==> src/rtl/sg_pkg.sv <==
package sg_pkg;

  typedef logic [1:0] sg_code_t;

  localparam sg_code_t SG_STARVE = 2'b00;
  localparam sg_code_t SG_HUNGRY = 2'b01;
  localparam sg_code_t SG_SATED  = 2'b10;
  localparam sg_code_t SG_FRAME  = 2'b11;

  typedef enum logic [1:0] {
    PH_FRAME = 2'd0,
    PH_SLOT  = 2'd1,
    PH_DIP   = 2'd2
  } sg_phase_t;

  // A user code equal to the framing code is read as satisfied.
  function automatic sg_code_t f_clean(input sg_code_t code);
    return (code == SG_FRAME) ? SG_SATED : code;
  endfunction

  // The encoding grows with restriction, so the stricter code is the larger.
  function automatic sg_code_t f_strictest(input sg_code_t user_c, input sg_code_t buf_c);
    sg_code_t u;
    u = f_clean(user_c);
    return (u > buf_c) ? u : buf_c;
  endfunction

  // Column-wise fold of one slot into the running parity.
  function automatic sg_code_t f_dip_fold(input sg_code_t acc, input sg_code_t code);
    return acc ^ code;
  endfunction

  // Odd parity per bit column from the folded value.
  function automatic sg_code_t f_dip_final(input sg_code_t acc);
    return ~acc;
  endfunction

endpackage

==> src/rtl/sg_level_class.sv <==
module sg_level_class
  import sg_pkg::*;
#(
  parameter int LVL_W = 10
) (
  input  logic             clk,
  input  logic             rst_n,
  input  logic [LVL_W-1:0] fill_level,
  input  logic [LVL_W-1:0] thr_empty,
  input  logic [LVL_W-1:0] thr_full,
  output sg_code_t         buf_code
);

  function automatic sg_code_t f_grade(input logic [LVL_W-1:0] lvl,
                                       input logic [LVL_W-1:0] lo,
                                       input logic [LVL_W-1:0] hi);
    if (lvl >= hi)     return SG_SATED;
    else if (lvl < lo) return SG_STARVE;
    else               return SG_HUNGRY;
  endfunction

  assign buf_code = f_grade(fill_level, thr_empty, thr_full);

  // the buffer grade is always one of the three slot codes
  p_grade_legal_r4: assert property (@(posedge clk) disable iff (!rst_n)
    buf_code != SG_FRAME);

  // a buffer at or above almost-full is never reported as starving
  p_full_not_starving_r4: assert property (@(posedge clk) disable iff (!rst_n)
    (fill_level >= thr_full) |-> (buf_code != SG_STARVE));

endmodule

==> src/rtl/sg_port_select.sv <==
module sg_port_select
  import sg_pkg::*;
#(
  parameter int PORTS      = 8,
  parameter bit USE_USER   = 1'b1,
  parameter bit SAFE_CLAMP = 1'b1,
  localparam int IDX_W     = (PORTS > 1) ? $clog2(PORTS) : 1
) (
  input  logic               clk,
  input  logic               rst_n,
  input  logic [2*PORTS-1:0] snap,
  input  logic [IDX_W-1:0]   port_idx,
  input  sg_code_t           buf_code,
  output sg_code_t           slot_code
);

  sg_code_t user_pick;

  always_comb begin
    user_pick = SG_STARVE;
    for (int p = 0; p < PORTS; p++) begin
      if (port_idx == IDX_W'(p)) user_pick = snap[2*p +: 2];
    end
  end

  generate
    if (!USE_USER) begin : g_fill
      sg_code_t unused_pick;
      assign unused_pick = user_pick;
      assign slot_code   = buf_code;
    end else if (SAFE_CLAMP) begin : g_safe
      assign slot_code = f_strictest(user_pick, buf_code);

      // a clamped slot is never more permissive than the buffer grade
      p_clamp_floor_r5: assert property (@(posedge clk) disable iff (!rst_n)
        slot_code >= buf_code);

      // a satisfied user request always leaves as satisfied
      p_user_sated_r5: assert property (@(posedge clk) disable iff (!rst_n)
        (user_pick == SG_SATED) |-> (slot_code == SG_SATED));
    end else begin : g_raw
      assign slot_code = f_clean(user_pick);

      // unclamped slots follow the user code regardless of the buffer
      p_raw_follow_r6: assert property (@(posedge clk) disable iff (!rst_n)
        (user_pick != SG_FRAME) |-> (slot_code == user_pick));
    end
  endgenerate

  // the selector never hands the framing code to a slot
  p_slot_legal_r10: assert property (@(posedge clk) disable iff (!rst_n)
    slot_code != SG_FRAME);

endmodule

==> src/rtl/sg_sequencer.sv <==
module sg_sequencer
  import sg_pkg::*;
#(
  parameter int PORTS  = 8,
  parameter int LEN_W  = 4,
  parameter int MULT_W = 3,
  localparam int IDX_W = (PORTS > 1) ? $clog2(PORTS) : 1,
  localparam int CNT_W = IDX_W + MULT_W + 2
) (
  input  logic               clk,
  input  logic               rst_n,
  input  logic               train_req,
  input  logic [2*PORTS-1:0] user_stat,
  input  logic [LEN_W-1:0]   cal_len,
  input  logic [MULT_W-1:0]  cal_mult,
  input  sg_code_t           slot_code,
  output logic [2*PORTS-1:0] snap,
  output logic [IDX_W-1:0]   port_idx,
  output sg_code_t           stat_out
);

  localparam logic [LEN_W-1:0] PORTS_L = LEN_W'(PORTS);

  sg_phase_t         phase;
  logic [IDX_W-1:0]  last_port;
  logic [MULT_W-1:0] rep, last_rep;
  sg_code_t          dip_acc;
  logic [LEN_W-1:0]  len_eff;
  logic [MULT_W-1:0] rep_last_c;

  // Named events for the checks
  logic round_start, slot_fire, dip_fire;
  assign round_start = (phase == PH_FRAME) && !train_req;
  assign slot_fire   = (phase == PH_SLOT)  && !train_req;
  assign dip_fire    = (phase == PH_DIP)   && !train_req;

  always_comb begin
    if (cal_len == '0)          len_eff = LEN_W'(1);
    else if (cal_len > PORTS_L) len_eff = PORTS_L;
    else                        len_eff = cal_len;
    rep_last_c = (cal_mult == '0) ? '0 : cal_mult - MULT_W'(1);
  end

  always_ff @(posedge clk or negedge rst_n) begin
    if (!rst_n) begin
      phase     <= PH_FRAME;
      stat_out  <= SG_FRAME;
      snap      <= '0;
      port_idx  <= '0;
      last_port <= '0;
      rep       <= '0;
      last_rep  <= '0;
      dip_acc   <= '0;
    end else if (train_req) begin
      phase    <= PH_FRAME;
      stat_out <= SG_FRAME;
    end else begin
      case (phase)
        PH_FRAME: begin
          stat_out  <= SG_FRAME;
          snap      <= user_stat;
          last_port <= IDX_W'(len_eff - LEN_W'(1));
          last_rep  <= rep_last_c;
          port_idx  <= '0;
          rep       <= '0;
          dip_acc   <= '0;
          phase     <= PH_SLOT;
        end
        PH_SLOT: begin
          stat_out <= slot_code;
          dip_acc  <= f_dip_fold(dip_acc, slot_code);
          if (port_idx == last_port) begin
            port_idx <= '0;
            if (rep == last_rep) phase <= PH_DIP;
            else                 rep   <= rep + MULT_W'(1);
          end else begin
            port_idx <= port_idx + IDX_W'(1);
          end
        end
        default: begin
          stat_out <= f_dip_final(dip_acc);
          phase    <= PH_FRAME;
        end
      endcase
    end
  end

  // Independent slot counter for the round-length check
  logic [CNT_W-1:0] slot_cnt, exp_total;
  assign exp_total = (CNT_W'(last_port) + CNT_W'(1)) * (CNT_W'(last_rep) + CNT_W'(1));

  always_ff @(posedge clk or negedge rst_n) begin
    if (!rst_n)           slot_cnt <= '0;
    else if (round_start) slot_cnt <= '0;
    else if (slot_fire)   slot_cnt <= slot_cnt + CNT_W'(1);
  end

  // a training request puts the framing code on the channel next cycle
  p_train_frame_r1: assert property (@(posedge clk) disable iff (!rst_n)
    train_req |=> (stat_out == SG_FRAME));

  // the parity word comes after exactly length x multiplier slots
  p_slot_count_r2: assert property (@(posedge clk) disable iff (!rst_n)
    dip_fire |-> (slot_cnt == exp_total));

  // a framing cycle is always followed by a slot or a new training hold
  p_frame_then_slot_r2: assert property (@(posedge clk) disable iff (!rst_n)
    round_start |=> (phase == PH_SLOT));

  // a launched slot never shows the framing code
  p_slot_not_frame_r10: assert property (@(posedge clk) disable iff (!rst_n)
    slot_fire |=> (stat_out != SG_FRAME));

  // the captured user array holds still for the whole round
  p_snap_hold_r7: assert property (@(posedge clk) disable iff (!rst_n)
    (phase != PH_FRAME) |=> $stable(snap));

endmodule

==> src/rtl/sg_status_gen.sv <==
module sg_status_gen
  import sg_pkg::*;
#(
  parameter int PORTS      = 8,
  parameter int LVL_W      = 10,
  parameter int LEN_W      = 4,
  parameter int MULT_W     = 3,
  parameter bit USE_USER   = 1'b1,
  parameter bit SAFE_CLAMP = 1'b1
) (
  input  logic               clk,
  input  logic               rst_n,
  input  logic               train_req,
  input  logic [LVL_W-1:0]   fill_level,
  input  logic [LVL_W-1:0]   thr_empty,
  input  logic [LVL_W-1:0]   thr_full,
  input  logic [2*PORTS-1:0] user_stat,
  input  logic [LEN_W-1:0]   cal_len,
  input  logic [MULT_W-1:0]  cal_mult,
  output logic [1:0]         stat_out
);

  localparam int IDX_W = (PORTS > 1) ? $clog2(PORTS) : 1;

  sg_code_t           buf_code, slot_code, chan_code;
  logic [2*PORTS-1:0] snap;
  logic [IDX_W-1:0]   port_idx;

  sg_level_class #(.LVL_W(LVL_W)) u_class (
    .clk        (clk),
    .rst_n      (rst_n),
    .fill_level (fill_level),
    .thr_empty  (thr_empty),
    .thr_full   (thr_full),
    .buf_code   (buf_code)
  );

  sg_port_select #(
    .PORTS      (PORTS),
    .USE_USER   (USE_USER),
    .SAFE_CLAMP (SAFE_CLAMP)
  ) u_select (
    .clk       (clk),
    .rst_n     (rst_n),
    .snap      (snap),
    .port_idx  (port_idx),
    .buf_code  (buf_code),
    .slot_code (slot_code)
  );

  sg_sequencer #(
    .PORTS  (PORTS),
    .LEN_W  (LEN_W),
    .MULT_W (MULT_W)
  ) u_seq (
    .clk       (clk),
    .rst_n     (rst_n),
    .train_req (train_req),
    .user_stat (user_stat),
    .cal_len   (cal_len),
    .cal_mult  (cal_mult),
    .slot_code (slot_code),
    .snap      (snap),
    .port_idx  (port_idx),
    .stat_out  (chan_code)
  );

  assign stat_out = chan_code;

endmodule

==> config.mk <==
export PLATFORM = sky130hd
export DESIGN_NAME = sg_status_gen
export DESIGN_NICKNAME = d
export VERILOG_FILES = /design/src/rtl/sg_pkg.sv /design/src/rtl/sg_level_class.sv /design/src/rtl/sg_port_select.sv /design/src/rtl/sg_sequencer.sv /design/src/rtl/sg_status_gen.sv
export SDC_FILE = /design/constraint.sdc
export NUM_CORES = 1
export LEC_CHECK = 0
export ABC_CLOCK_PERIOD_IN_PS = 5450
export CORE_ASPECT_RATIO = 0.8
export CORE_MARGIN = 2
export CORE_UTILIZATION = 60
export DETAILED_ROUTE_END_ITERATION = 12
export DONT_BUFFER_PORTS = 1
export PLACE_DENSITY = 0.73
export SYNTH_ARGS = -nofsm -noshare
export SYNTH_HDL_FRONTEND = slang
export SYNTH_SLANG_ARGS = --single-unit
==> constraint.sdc <==
create_clock -name clk -period 5.45 [get_ports clk]
set_clock_uncertainty 0.15 [all_clocks]
set_input_delay 1.635 -clock clk [delete_from_list [all_inputs] [get_ports clk]]
set_output_delay 1.635 -clock clk [all_outputs]
set_load 0.02 [all_outputs]
==> results of run 1 <==
-- cell usage after synthesis (2+ instances only) --
cell / instances
sky130_fd_sc_hd__nor2b_1: 3
sky130_fd_sc_hd__nor3b_1: 2
sky130_fd_sc_hd__ha_1: 32
sky130_fd_sc_hd__a21oi_1: 11
sky130_fd_sc_hd__nand3b_1: 3
sky130_fd_sc_hd__a21o_1: 4
sky130_fd_sc_hd__dfstp_2: 2
sky130_fd_sc_hd__nand2_1: 66
sky130_fd_sc_hd__dfrtp_1: 32
sky130_fd_sc_hd__inv_1: 31
sky130_fd_sc_hd__nand2b_1: 4
sky130_fd_sc_hd__or3_1: 2
sky130_fd_sc_hd__buf_2: 3
sky130_fd_sc_hd__nand3_1: 5
sky130_fd_sc_hd__xor2_1: 4
sky130_fd_sc_hd__o22ai_1: 3
sky130_fd_sc_hd__nor2_1: 10
sky130_fd_sc_hd__clkbuf_1: 6
sky130_fd_sc_hd__a31oi_1: 3
sky130_fd_sc_hd__xnor2_1: 4
sky130_fd_sc_hd__or2_2: 3
sky130_fd_sc_hd__o21ai_0: 10
sky130_fd_sc_hd__a211oi_1: 3
sky130_fd_sc_hd__o31ai_1: 2
sky130_fd_sc_hd__o21a_1: 2
sky130_fd_sc_hd__nor3_1: 4
sky130_fd_sc_hd__a22oi_1: 2
-- through the flow --
stage | hold WS (ps) | util, % | cell area (sq um)
after floorplan | 287 | - | 2350
after global placement | 312 | 63.3 | 2390
after detailed placement | 317 | 63.3 | 2390
after CTS | 334 | 66.1 | 2500
after global routing | 347 | 66.1 | 2500
final | 327 | 66.1 | 2500
-- layer usage --
metal / vias up / track usage (%) / routed length (microns)
met3: 4 / 6.91 / 245
li1: 916 / - / -
met4: 0 / 6.49 / 29
met5: - / 0 / 0
met1: 817 / 30.2 / 2120
met2: 51 / 30.6 / 1830
-- cell type report --
class,count,area (sq um)
multi-input cells,199,1350
fillers,352,1280
flip-flops and latches,34,853
inverters,31,116
clock buffers,7,76.3
well taps,55,68.8
clock inverters,1,30.0
repair buffers,1,7.51
-- tightest hold or removal path: stages, from the launching register on --
cell and delay, ps:
sky130_fd_sc_hd__dfrtp_1 340, sky130_fd_sc_hd__nand2_1 50, sky130_fd_sc_hd__nand2_1 50
-- worst paths after layout --
check | start | endpoint | slack, ps | cells after the start
max | thr_full[4] | u_seq.stat_out[0]$_DFF_PN1_ | 1270 | 13
min | u_seq.snap[8]$_DFFE_PN0P_ | u_seq.snap[8]$_DFFE_PN0P_ | 330 | 2
max reg2reg | u_seq.port_idx[2]$_DFFE_PN0P_ | u_seq.stat_out[0]$_DFF_PN1_ | 2210 | 15
min reg2reg | u_seq.snap[8]$_DFFE_PN0P_ | u_seq.snap[8]$_DFFE_PN0P_ | 330 | 2
max in group asynchronous | rst_n | u_seq.stat_out[0]$_DFF_PN1_ | 4100 | 0
min in group asynchronous | rst_n | u_seq.dip_acc[1]$_DFFE_PN0P_ | 890 | 0
-- state kept, by name (all words and copies together) (netlist names) --
| signal | flops |
|---|---|
| u_seq.phase | 2 |
| u_seq.dip_acc | 2 |
| u_seq.port_idx | 3 |
| u_seq.rep | 3 |
| u_seq.last_rep | 3 |
| u_seq.stat_out | 2 |
| u_seq.snap | 16 |
| u_seq.last_port | 3 |
-- power by group --
part | switching [uW] | internal (uW) | total (uW)
Sequential | 43.5 | 304 | 347
Combinational | 151 | 128 | 279
Clock | 91.2 | 137 | 228
Total | 286 | 568 | 854
-- cells in the final DEF, fill, tap and decap left out, types with 4 or more instances in the layout --
cell and count:
sky130_fd_sc_hd__nor3_1 4, sky130_fd_sc_hd__a21o_1 4, sky130_fd_sc_hd__xnor2_1 4, sky130_fd_sc_hd__xor2_1 4
sky130_fd_sc_hd__dfrtp_1 32, sky130_fd_sc_hd__nand2b_1 4, sky130_fd_sc_hd__o21ai_0 10, sky130_fd_sc_hd__a21oi_1 11
sky130_fd_sc_hd__nand2_1 66, sky130_fd_sc_hd__inv_1 31, sky130_fd_sc_hd__clkbuf_8 5, sky130_fd_sc_hd__ha_1 32
sky130_fd_sc_hd__nor2_1 10, sky130_fd_sc_hd__nand3_1 5
-- cell families (layout without fill, tap and decap cells) --
| logic type | Yosys count | in the layout | share of synthesized area [%] |
|---|---|---|---|
| AOI/OAI and AO/OA | 54 | 54 | 17.3 |
| xor gates and xnor gates | 8 | 8 | 2.98 |
| adders and majority gates | 32 | 32 | 17.0 |
| buffers and inverters | 40 | 40 | 6.54 |
| DFF | 34 | 34 | 36.3 |
| muxes | 1 | 1 | 0.478 |
| and+or+nand+nor | 104 | 104 | 19.5 |
==> run_summary.xml, run 1 <==
<?xml version="1.0" encoding="UTF-8"?>
<metrics>
  <group name="worst_setup_path">
    <metric name="cp.arrival" unit="ps">4250</metric>
    <metric name="crit_path_cell_trace" unit="">inv_1 &gt; ha_1 &gt; a21o_1 &gt; a2111oi_2 &gt; o21ai_1 &gt; a221oi_4 &gt; a21boi_0 &gt; ha_1 &gt; a21oi_1 &gt; a21oi_1 &gt; a32oi_2 &gt; a22oi_1 &gt; or2_1</metric>
    <metric name="cp_max_fo" unit="">4</metric>
    <metric name="endpoint_kind" unit="">flip-flop</metric>
    <metric name="slowest_cell_on_the_critical_path" unit="">sky130_fd_sc_hd__a221oi_4</metric>
    <metric name="cp_slowest_stage_delay" unit="ps">340</metric>
    <metric name="worstPathRequired" unit="ps">5520</metric>
    <metric name="setup.worst_path.start_class" unit="">input port</metric>
    <metric name="critical_setup_path_kind" unit="">in -&gt; reg</metric>
    <metric name="path_buf_inv" unit="">1</metric>
    <metric name="critical-path-top-delay-family" unit="">compound AO/OA/AOI/OAI gates</metric>
  </group>
  <group name="run_status">
    <metric name="status" unit="">completed</metric>
  </group>
  <group name="global_routing">
    <metric name="global_route.usage.total" unit="%">21.1</metric>
    <metric name="vias_in_the_first_global_route" unit="">1563</metric>
    <metric name="grt_remaining_overflow" unit="">0</metric>
    <metric name="grt_pass1_wl" unit="mm">7.02</metric>
    <metric name="grt_antenna_before_repair" unit="">0</metric>
    <metric name="grt_start_max_net_pins" unit="">35</metric>
  </group>
  <group name="run">
    <metric name="maxCapViolations" unit="">0</metric>
  </group>
  <group name="final_layout">
    <metric name="drive_above_1_share" unit="%">6.23</metric>
    <metric name="antenna_cells_inserted" unit="">0</metric>
    <metric name="finish.cell_count_without_fillers" unit="">328</metric>
    <metric name="finalNetCount" unit="">360</metric>
    <metric name="area_growth_syn_to_layout" unit="%">6.17</metric>
  </group>
  <group name="hold_path">
    <metric name="timing.hold.worst.class" unit="">reg -&gt; reg</metric>
  </group>
  <group name="clock_tree">
    <metric name="tritoncts" unit="">built</metric>
    <metric name="count_of_buffers_added_by_post_cts_timing_repair_for_setup" unit="">0</metric>
    <metric name="post_cts_resized" unit="">0</metric>
    <metric name="clk_latency" unit="ps">290</metric>
    <metric name="clockBufferDepth" unit="">2</metric>
    <metric name="clock_transition_time_at_the_flip_flop_clock_pins_of_the_worst_setup_and_hold_paths" unit="ps">70</metric>
    <metric name="htreeDepth" unit="">2</metric>
    <metric name="number_of_buffers_created_by_cts" unit="">5</metric>
    <metric name="cts.root.buffer_cell" unit="">sky130_fd_sc_hd__clkbuf_8</metric>
    <metric name="post_cts_hold_buffer_count" unit="">0</metric>
    <metric name="clkSinkCount" unit="">34</metric>
  </group>
  <group name="placed_design">
    <metric name="pre_cts_ws" unit="ps">955</metric>
    <metric name="hpwlAfterDp" unit="mm">3.32</metric>
    <metric name="placed_cells_incl_taps" unit="">320</metric>
    <metric name="place.port_buffers" unit="">0</metric>
    <metric name="gp_congestion" unit="">0.770</metric>
  </group>
  <group name="routing">
    <metric name="wl" unit="mm">4.23</metric>
    <metric name="routed_via_density" unit="">5.45</metric>
    <metric name="initialDrtViolationCount" unit="">112</metric>
    <metric name="wl_per_cell" unit="microns">12.9</metric>
    <metric name="drt_drc_violations_left" unit="">0</metric>
    <metric name="drt_first_pass_iters" unit="">4</metric>
    <metric name="drtAntennaViolNets" unit="">0</metric>
    <metric name="routed-via-count" unit="">1788</metric>
  </group>
  <group name="synth">
    <metric name="synth_area_leaders" unit="">sky130_fd_sc_hd__dfrtp_1 (34%), sky130_fd_sc_hd__ha_1 (17%), sky130_fd_sc_hd__nand2_1 (11%)</metric>
    <metric name="dominantRegCellSynth" unit="">sky130_fd_sc_hd__dfrtp_1</metric>
    <metric name="synth-edff-count" unit="">0</metric>
    <metric name="post_synthesis_net_count" unit="">361</metric>
    <metric name="synthDominantCellAreaShare" unit="%">34.0</metric>
    <metric name="synth_area_leader_cell" unit="">sky130_fd_sc_hd__dfrtp_1</metric>
    <metric name="synth.distinct_cells" unit="">44</metric>
    <metric name="synthArstFlopShare" unit="%">100</metric>
    <metric name="yosysWarningCount" unit="">0</metric>
    <metric name="netlist_instances" unit="">273</metric>
    <metric name="synth-seq-area-share" unit="%">36.3</metric>
    <metric name="synthesis.area_per_instance" unit="sq um">8.62</metric>
    <metric name="synth.cell_area" unit="sq um">2350</metric>
    <metric name="register_bit_total_from_synthesis" unit="">34</metric>
  </group>
  <group name="pwr">
    <metric name="ir_worst_vdd" unit="V">0.000175</metric>
    <metric name="cellPowerDensity" unit="nW/um^2">342</metric>
    <metric name="static-leakage-power" unit="uW">0.00126</metric>
    <metric name="total_power" unit="uW">854</metric>
  </group>
  <group name="timing">
    <metric name="unrepaired_setup_endpoints_after_global_routing" unit="">no</metric>
    <metric name="max_clock_freq" unit="MHz">239</metric>
    <metric name="tns" unit="ps">0</metric>
    <metric name="fin_crit" unit="ps">4180</metric>
    <metric name="setup_failing_eps_final" unit="">0</metric>
    <metric name="slew_headroom" unit="%">54.3</metric>
    <metric name="finalCritPeriodShare" unit="%">76.7</metric>
    <metric name="tightestPinTransition" unit="ps">685</metric>
    <metric name="finalWorstSetupSlack" unit="ps">1270</metric>
    <metric name="maxSlewViolCount" unit="">0</metric>
    <metric name="final_hold_viol_count" unit="">0</metric>
  </group>
  <group name="floorplanning">
    <metric name="die_height" unit="microns">60.0</metric>
    <metric name="num_rows" unit="">20</metric>
    <metric name="i_o_pin_cnt" unit="">58</metric>
    <metric name="die_area" unit="sq um">4440</metric>
    <metric name="core_area" unit="sq um">3780</metric>
    <metric name="chipWidth" unit="microns">74.0</metric>
    <metric name="initial_utilization" unit="%">62.3</metric>
  </group>
</metrics>
Note: power is estimated with default switching activity, not from simulation.
==> run 2, diff against run 1 <==
ABC_CLOCK_PERIOD_IN_PS = 4200   (was 5450)
clock period = 4.2 ns   (was 5.45 ns; I/O delays follow)
==> run 2 against run 1 <==
Routed wire length shrank 1.3%; clock power grew 11%; critical path depth is the same; register-to-register slack got worse by 1300 ps; worst setup slack lost 880 ps; final cell count grew 0.30%.
==> run_summary.xml, run 2 (synthesized netlist as in run 1, its figures left out) <==
<?xml version="1.0" encoding="UTF-8"?>
<metrics>
  <group name="floorplanning">
    <metric name="initial_utilization" unit="%">62.3</metric>
    <metric name="i_o_pin_cnt" unit="">58</metric>
    <metric name="die_area" unit="sq um">4440</metric>
    <metric name="num_rows" unit="">20</metric>
    <metric name="chipWidth" unit="microns">74.0</metric>
    <metric name="die_height" unit="microns">60.0</metric>
    <metric name="core_area" unit="sq um">3780</metric>
  </group>
  <group name="timing">
    <metric name="final_hold_viol_count" unit="">0</metric>
    <metric name="unrepaired_setup_endpoints_after_global_routing" unit="">no</metric>
    <metric name="maxSlewViolCount" unit="">0</metric>
    <metric name="finalCritPeriodShare" unit="%">90.6</metric>
    <metric name="setup_failing_eps_final" unit="">0</metric>
    <metric name="fin_worst_hold_slack" unit="ps">334</metric>
    <metric name="tns" unit="ps">0</metric>
    <metric name="max_clock_freq" unit="MHz">263</metric>
    <metric name="fin_crit" unit="ps">3810</metric>
    <metric name="slew_headroom" unit="%">53.9</metric>
    <metric name="tightestPinTransition" unit="ps">692</metric>
  </group>
  <group name="final_layout">
    <metric name="area_growth_syn_to_layout" unit="%">6.01</metric>
    <metric name="commonest_non_fill_non_tap_cells_in_the_layout" unit="">sky130_fd_sc_hd__nand2_1 (66), sky130_fd_sc_hd__ha_1 (32), sky130_fd_sc_hd__dfrtp_1 (32), sky130_fd_sc_hd__inv_1 (31), sky130_fd_sc_hd__a21oi_1 (11)</metric>
    <metric name="number_of_flip_flops_in_the_largest_register" unit="">16</metric>
    <metric name="top_register" unit="">u_seq.snap</metric>
    <metric name="layout_commonest_cell" unit="">sky130_fd_sc_hd__nand2_1</metric>
    <metric name="finalNetCount" unit="">361</metric>
    <metric name="utilization_after_layout" unit="%">66.0</metric>
    <metric name="final_area" unit="sq um">2490</metric>
    <metric name="antenna_cells_inserted" unit="">0</metric>
    <metric name="drive_above_1_share" unit="%">7.30</metric>
  </group>
  <group name="worst_setup_path">
    <metric name="r2r_start" unit="">u_seq.port_idx[2]$_DFFE_PN0P_</metric>
    <metric name="critical_setup_path_kind" unit="">in -&gt; reg</metric>
    <metric name="cp_slowest_stage_delay" unit="ps">330</metric>
    <metric name="worstPathRequired" unit="ps">4270</metric>
    <metric name="r2r_setup_slack" unit="ps">960</metric>
    <metric name="rr_worst_depth" unit="">13</metric>
    <metric name="endpoint_kind" unit="">flip-flop</metric>
    <metric name="setup.worst_path.start_class" unit="">input port</metric>
    <metric name="critical-path-top-delay-family" unit="">compound AO/OA/AOI/OAI gates</metric>
    <metric name="crit_path_cell_trace" unit="">inv_1 &gt; ha_1 &gt; a21o_1 &gt; a2111oi_2 &gt; o21ai_1 &gt; a221oi_4 &gt; a21boi_0 &gt; ha_1 &gt; a21oi_1 &gt; a21oi_1 &gt; a32oi_2 &gt; a22oi_1 &gt; or2_1</metric>
    <metric name="startpoint" unit="">thr_full[4]</metric>
    <metric name="path_buf_inv" unit="">1</metric>
    <metric name="cp.arrival" unit="ps">3880</metric>
    <metric name="cp_max_fo" unit="">3</metric>
    <metric name="critical_path.reg2reg.endpoint" unit="">u_seq.stat_out[0]$_DFF_PN1_</metric>
    <metric name="slowest_cell_on_the_critical_path" unit="">sky130_fd_sc_hd__a2111oi_2</metric>
  </group>
  <group name="placed_design">
    <metric name="place.port_buffers" unit="">0</metric>
    <metric name="hpwlAfterDp" unit="mm">3.26</metric>
    <metric name="dpl-instance-area" unit="sq um">2400</metric>
    <metric name="gp_congestion" unit="">0.763</metric>
  </group>
  <group name="pwr">
    <metric name="ir_worst_vdd" unit="V">0.000266</metric>
    <metric name="cellPowerDensity" unit="nW/um^2">429</metric>
    <metric name="static-leakage-power" unit="uW">0.00126</metric>
    <metric name="total_power" unit="uW">1070</metric>
  </group>
  <group name="global_routing">
    <metric name="grt_antenna_before_repair" unit="">0</metric>
    <metric name="grt_remaining_overflow" unit="">0</metric>
    <metric name="vias_in_the_first_global_route" unit="">1549</metric>
    <metric name="grt_start_max_net_pins" unit="">35</metric>
    <metric name="grt_pass1_wl" unit="mm">6.76</metric>
    <metric name="global_route.usage.total" unit="%">20.0</metric>
  </group>
  <group name="clock_tree">
    <metric name="post_cts_resized" unit="">0</metric>
    <metric name="clk_latency" unit="ps">290</metric>
    <metric name="cts.root.buffer_cell" unit="">sky130_fd_sc_hd__clkbuf_8</metric>
    <metric name="clockBufferDepth" unit="">2</metric>
    <metric name="tritoncts" unit="">built</metric>
    <metric name="post_cts_hold_buffer_count" unit="">0</metric>
    <metric name="clkSinkCount" unit="">34</metric>
    <metric name="count_of_buffers_added_by_post_cts_timing_repair_for_setup" unit="">0</metric>
    <metric name="clock_transition_time_at_the_flip_flop_clock_pins_of_the_worst_setup_and_hold_paths" unit="ps">70</metric>
    <metric name="htreeDepth" unit="">2</metric>
    <metric name="number_of_buffers_created_by_cts" unit="">5</metric>
  </group>
  <group name="hold_path">
    <metric name="min-delay-start" unit="">u_seq.snap[8]$_DFFE_PN0P_</metric>
    <metric name="hold_depth" unit="">2</metric>
    <metric name="whs_endpoint" unit="">u_seq.snap[8]$_DFFE_PN0P_</metric>
    <metric name="timing.hold.worst.class" unit="">reg -&gt; reg</metric>
  </group>
  <group name="routing">
    <metric name="initialDrtViolationCount" unit="">97</metric>
    <metric name="wl_per_cell" unit="microns">12.7</metric>
    <metric name="drtAntennaViolNets" unit="">0</metric>
    <metric name="routed-via-count" unit="">1759</metric>
    <metric name="wl" unit="mm">4.17</metric>
    <metric name="drt_first_pass_iters" unit="">4</metric>
    <metric name="drt_drc_violations_left" unit="">0</metric>
    <metric name="routed_via_density" unit="">5.35</metric>
  </group>
  <group name="run_status">
    <metric name="status" unit="">completed</metric>
  </group>
  <group name="run">
    <metric name="maxCapViolations" unit="">0</metric>
  </group>
</metrics>
[run 2: power breakdown]
part / internal [uW] / switching (uW)
clock: 132 / 122
combinational: 168 / 196
sequential: 394 / 58.4
[run 2: worst reg2reg max path: cells and delay by family, from the launching register on]
kind                       cells  cell delay, ps
AOI/OAI and AO/OA              7            1380
adders and majority gates      2             580
DFF                            1             500
and+or+nand+nor                3             370
buffers and inverters          1             190
[run 2: how the worst max path moves through the flow]
stage / to / slack [ps] / depth (start not counted)
final: u_seq.stat_out[0]$_DFF_PN1_ / 390 / 13
after global routing: u_seq.stat_out[0]$_DFF_PN1_ / 160 / 13
after CTS: u_seq.stat_out[0]$_DFF_PN1_ / 390 / 13
after detailed placement: u_seq.stat_out[0]$_DFF_PN1_ / 70 / 13
after global placement: u_seq.stat_out[0]$_DFF_PN1_ / 240 / 13
after floorplan: u_seq.stat_out[0]$_DFF_PN1_ / 280 / 13
[run 2: final cells by class]
class / instances / area [sq um]
clock buffers: 6 / 82.6
clock inverters: 2 / 12.5
fillers: 312 / 1280
inverters: 31 / 116
multi-input cells: 199 / 1350
flip-flops and latches: 34 / 853
well taps: 55 / 68.8
repair buffers: 2 / 15.0
[run 2: per-stage QoR]
stage	setup WS, ps	instances
after floorplan	283	273
after global placement	244	321
after detailed placement	65.2	321
after CTS	387	329
after global routing	163	329
final	394	329
[run 2: per-layer routing]
layer	vias to the layer above	track usage (%)	share of wire, %
li1	917	-	-
met5	-	0	0
met2	48	29.7	43
met1	789	28.8	50
met4	0	5.71	0.79
met3	5	5.56	6.2
==> run 3, diff against run 2 <==
PLACE_DENSITY = 0.84   (was 0.73)
==> run 3 against run 2 <==
Final cell count down 0.30%; flip-flop and latch count unchanged; sequential power about the same; register-to-register slack worse by 90 ps.
==> run_summary.xml, run 3 (synthesized netlist as in run 1, its figures left out) <==
<?xml version="1.0" encoding="UTF-8"?>
<metrics>
  <group name="clock_tree">
    <metric name="tritoncts" unit="">built</metric>
    <metric name="clkSinkCount" unit="">34</metric>
    <metric name="number_of_buffers_created_by_cts" unit="">5</metric>
    <metric name="clock_transition_time_at_the_flip_flop_clock_pins_of_the_worst_setup_and_hold_paths" unit="ps">70</metric>
    <metric name="clockBufferDepth" unit="">2</metric>
    <metric name="htreeDepth" unit="">2</metric>
    <metric name="cts.root.buffer_cell" unit="">sky130_fd_sc_hd__clkbuf_8</metric>
    <metric name="clk_latency" unit="ps">290</metric>
    <metric name="count_of_buffers_added_by_post_cts_timing_repair_for_setup" unit="">0</metric>
    <metric name="post_cts_hold_buffer_count" unit="">0</metric>
    <metric name="post_cts_resized" unit="">0</metric>
  </group>
  <group name="final_layout">
    <metric name="commonest_non_fill_non_tap_cells_in_the_layout" unit="">sky130_fd_sc_hd__nand2_1 (66), sky130_fd_sc_hd__ha_1 (32), sky130_fd_sc_hd__dfrtp_1 (32), sky130_fd_sc_hd__inv_1 (31), sky130_fd_sc_hd__a21oi_1 (11)</metric>
    <metric name="drive_above_1_share" unit="%">6.96</metric>
    <metric name="finalNetCount" unit="">360</metric>
    <metric name="layout_commonest_cell" unit="">sky130_fd_sc_hd__nand2_1</metric>
    <metric name="area_growth_syn_to_layout" unit="%">5.69</metric>
    <metric name="finish.cell_count_without_fillers" unit="">328</metric>
    <metric name="top_register" unit="">u_seq.snap</metric>
    <metric name="number_of_flip_flops_in_the_largest_register" unit="">16</metric>
    <metric name="antenna_cells_inserted" unit="">0</metric>
  </group>
  <group name="floorplanning">
    <metric name="chipWidth" unit="microns">74.0</metric>
    <metric name="num_rows" unit="">20</metric>
    <metric name="initial_utilization" unit="%">62.3</metric>
    <metric name="die_height" unit="microns">60.0</metric>
    <metric name="core_area" unit="sq um">3780</metric>
    <metric name="i_o_pin_cnt" unit="">58</metric>
    <metric name="die_area" unit="sq um">4440</metric>
  </group>
  <group name="global_routing">
    <metric name="vias_in_the_first_global_route" unit="">1780</metric>
    <metric name="grt_remaining_overflow" unit="">0</metric>
    <metric name="grt_antenna_before_repair" unit="">0</metric>
    <metric name="global_route.usage.total" unit="%">22.5</metric>
    <metric name="grt_start_max_net_pins" unit="">35</metric>
    <metric name="grt_pass1_wl" unit="mm">7.45</metric>
  </group>
  <group name="timing">
    <metric name="slew_headroom" unit="%">51.4</metric>
    <metric name="unrepaired_setup_endpoints_after_global_routing" unit="">no</metric>
    <metric name="fin_crit" unit="ps">3850</metric>
    <metric name="final_hold_viol_count" unit="">0</metric>
    <metric name="maxSlewViolCount" unit="">0</metric>
    <metric name="setup_failing_eps_final" unit="">0</metric>
    <metric name="finalCritPeriodShare" unit="%">91.6</metric>
    <metric name="max_clock_freq" unit="MHz">260</metric>
    <metric name="tns" unit="ps">0</metric>
    <metric name="finalWorstSetupSlack" unit="ps">353</metric>
    <metric name="tightestPinTransition" unit="ps">729</metric>
    <metric name="fin_worst_hold_slack" unit="ps">331</metric>
  </group>
  <group name="worst_setup_path">
    <metric name="cp_slowest_stage_delay" unit="ps">350</metric>
    <metric name="cp.arrival" unit="ps">3920</metric>
    <metric name="endpoint_kind" unit="">flip-flop</metric>
    <metric name="rr_worst_depth" unit="">14</metric>
    <metric name="critical_setup_path_kind" unit="">in -&gt; reg</metric>
    <metric name="crit_path_cell_trace" unit="">inv_1 &gt; ha_1 &gt; a21o_1 &gt; a2111oi_2 &gt; o21ai_1 &gt; a221oi_4 &gt; a21boi_0 &gt; ha_1 &gt; a21oi_1 &gt; a21oi_1 &gt; a32oi_2 &gt; a22oi_1 &gt; or2_1</metric>
    <metric name="slowest_cell_on_the_critical_path" unit="">sky130_fd_sc_hd__a221oi_4</metric>
    <metric name="setup.worst_path.start_class" unit="">input port</metric>
    <metric name="cp_max_fo" unit="">4</metric>
    <metric name="worstPathRequired" unit="ps">4270</metric>
  </group>
  <group name="hold_path">
    <metric name="hold_depth" unit="">2</metric>
    <metric name="timing.hold.worst.class" unit="">reg -&gt; reg</metric>
  </group>
  <group name="pwr">
    <metric name="power_switching_share" unit="%">36.0</metric>
    <metric name="seqPwrFrac" unit="%">41.9</metric>
    <metric name="comb_power_share" unit="%">34.4</metric>
    <metric name="cellPowerDensity" unit="nW/um^2">435</metric>
    <metric name="ir_worst_vdd" unit="V">0.000230</metric>
    <metric name="static-leakage-power" unit="uW">0.00125</metric>
    <metric name="power_switching" unit="uW">390</metric>
    <metric name="intPower" unit="uW">693</metric>
    <metric name="power.clock.fraction" unit="%">23.6</metric>
  </group>
  <group name="routing">
    <metric name="wl" unit="mm">4.61</metric>
    <metric name="initialDrtViolationCount" unit="">96</metric>
    <metric name="drt_drc_violations_left" unit="">0</metric>
    <metric name="routed-via-count" unit="">1853</metric>
    <metric name="drtAntennaViolNets" unit="">0</metric>
    <metric name="routed_via_density" unit="">5.65</metric>
    <metric name="wl_per_cell" unit="microns">14.0</metric>
    <metric name="drt_first_pass_iters" unit="">4</metric>
  </group>
  <group name="placed_design">
    <metric name="pre_cts_ws" unit="ps">44.2</metric>
    <metric name="gp_congestion" unit="">0.827</metric>
    <metric name="place.port_buffers" unit="">0</metric>
    <metric name="hpwlAfterDp" unit="mm">3.63</metric>
    <metric name="placed_cells_incl_taps" unit="">320</metric>
  </group>
  <group name="run">
    <metric name="maxCapViolations" unit="">0</metric>
  </group>
  <group name="run_status">
    <metric name="status" unit="">completed</metric>
  </group>
</metrics>
run 3: cell types whose count changed in the layout (fill, tap and decap cells not counted), sizes merged:
cell / before / now
buf: 2 / 1
run 3: critical path, delay by kind of cell:
| family | cells | cell delay (ps) |
|---|---|---|
| buf+inv | 1 | 20 |
| fa+ha+maj | 2 | 540 |
| compound gates | 9 | 1880 |
| simple gates | 1 | 210 |
run 3: per-stage QoR:
| step | total power [uW] | util [%] | instance area (sq um) |
|---|---|---|---|
| 6_report | 1080 | 65.8 | 2490 |
| 3_5_place_dp | 830 | 63.3 | 2390 |
| 2_1_floorplan | 751 | - | 2350 |
| 4_1_cts | 1090 | 65.8 | 2490 |
| 5_1_grt | 1160 | 65.8 | 2490 |
| 3_3_place_gp | 804 | 63.3 | 2390 |
run 3: power by group through the flow:
stage | Clock (uW) | Combinational (uW) | Sequential, uW
after floorplan | 0 | 311 | 440
after CTS | 263 | 373 | 453
final | 256 | 373 | 454
after global placement | 0 | 348 | 456
after global routing | 274 | 419 | 462
after detailed placement | 0 | 372 | 458
run 3: area by class of cell:
type | count | area (sq um)
sequential | 34 | 853
fill | 307 | 1290
inverter | 31 | 116
multi-input combinational | 199 | 1350
clock buffer | 6 | 82.6
timing repair buffer | 1 | 7.51
tap | 55 | 68.8
clock inverter | 2 | 12.5
run 3: path summary, 6_finish.rpt:
| kind | startpoint | endpoint | slack (ps) |
|---|---|---|---|
| min in group asynchronous | rst_n | u_seq.snap[6]$_DFFE_PN0P_ | 510 |
| min | u_seq.snap[14]$_DFFE_PN0P_ | u_seq.snap[14]$_DFFE_PN0P_ | 330 |
| max in group asynchronous | rst_n | u_seq.stat_out[0]$_DFF_PN1_ | 3210 |
| max reg2reg | u_seq.port_idx[2]$_DFFE_PN0P_ | u_seq.stat_out[0]$_DFF_PN1_ | 870 |
| min reg2reg | u_seq.snap[14]$_DFFE_PN0P_ | u_seq.snap[14]$_DFFE_PN0P_ | 330 |
| max | thr_full[4] | u_seq.stat_out[0]$_DFF_PN1_ | 350 |
run 3: metal layers:
layer	up-vias	GRT usage [%]	share of wire [%]
met5	-	0	0
met4	0	9.35	1.7
met3	11	6.75	8.9
met2	69	36.7	46
met1	858	28.0	43
li1	915	-	-
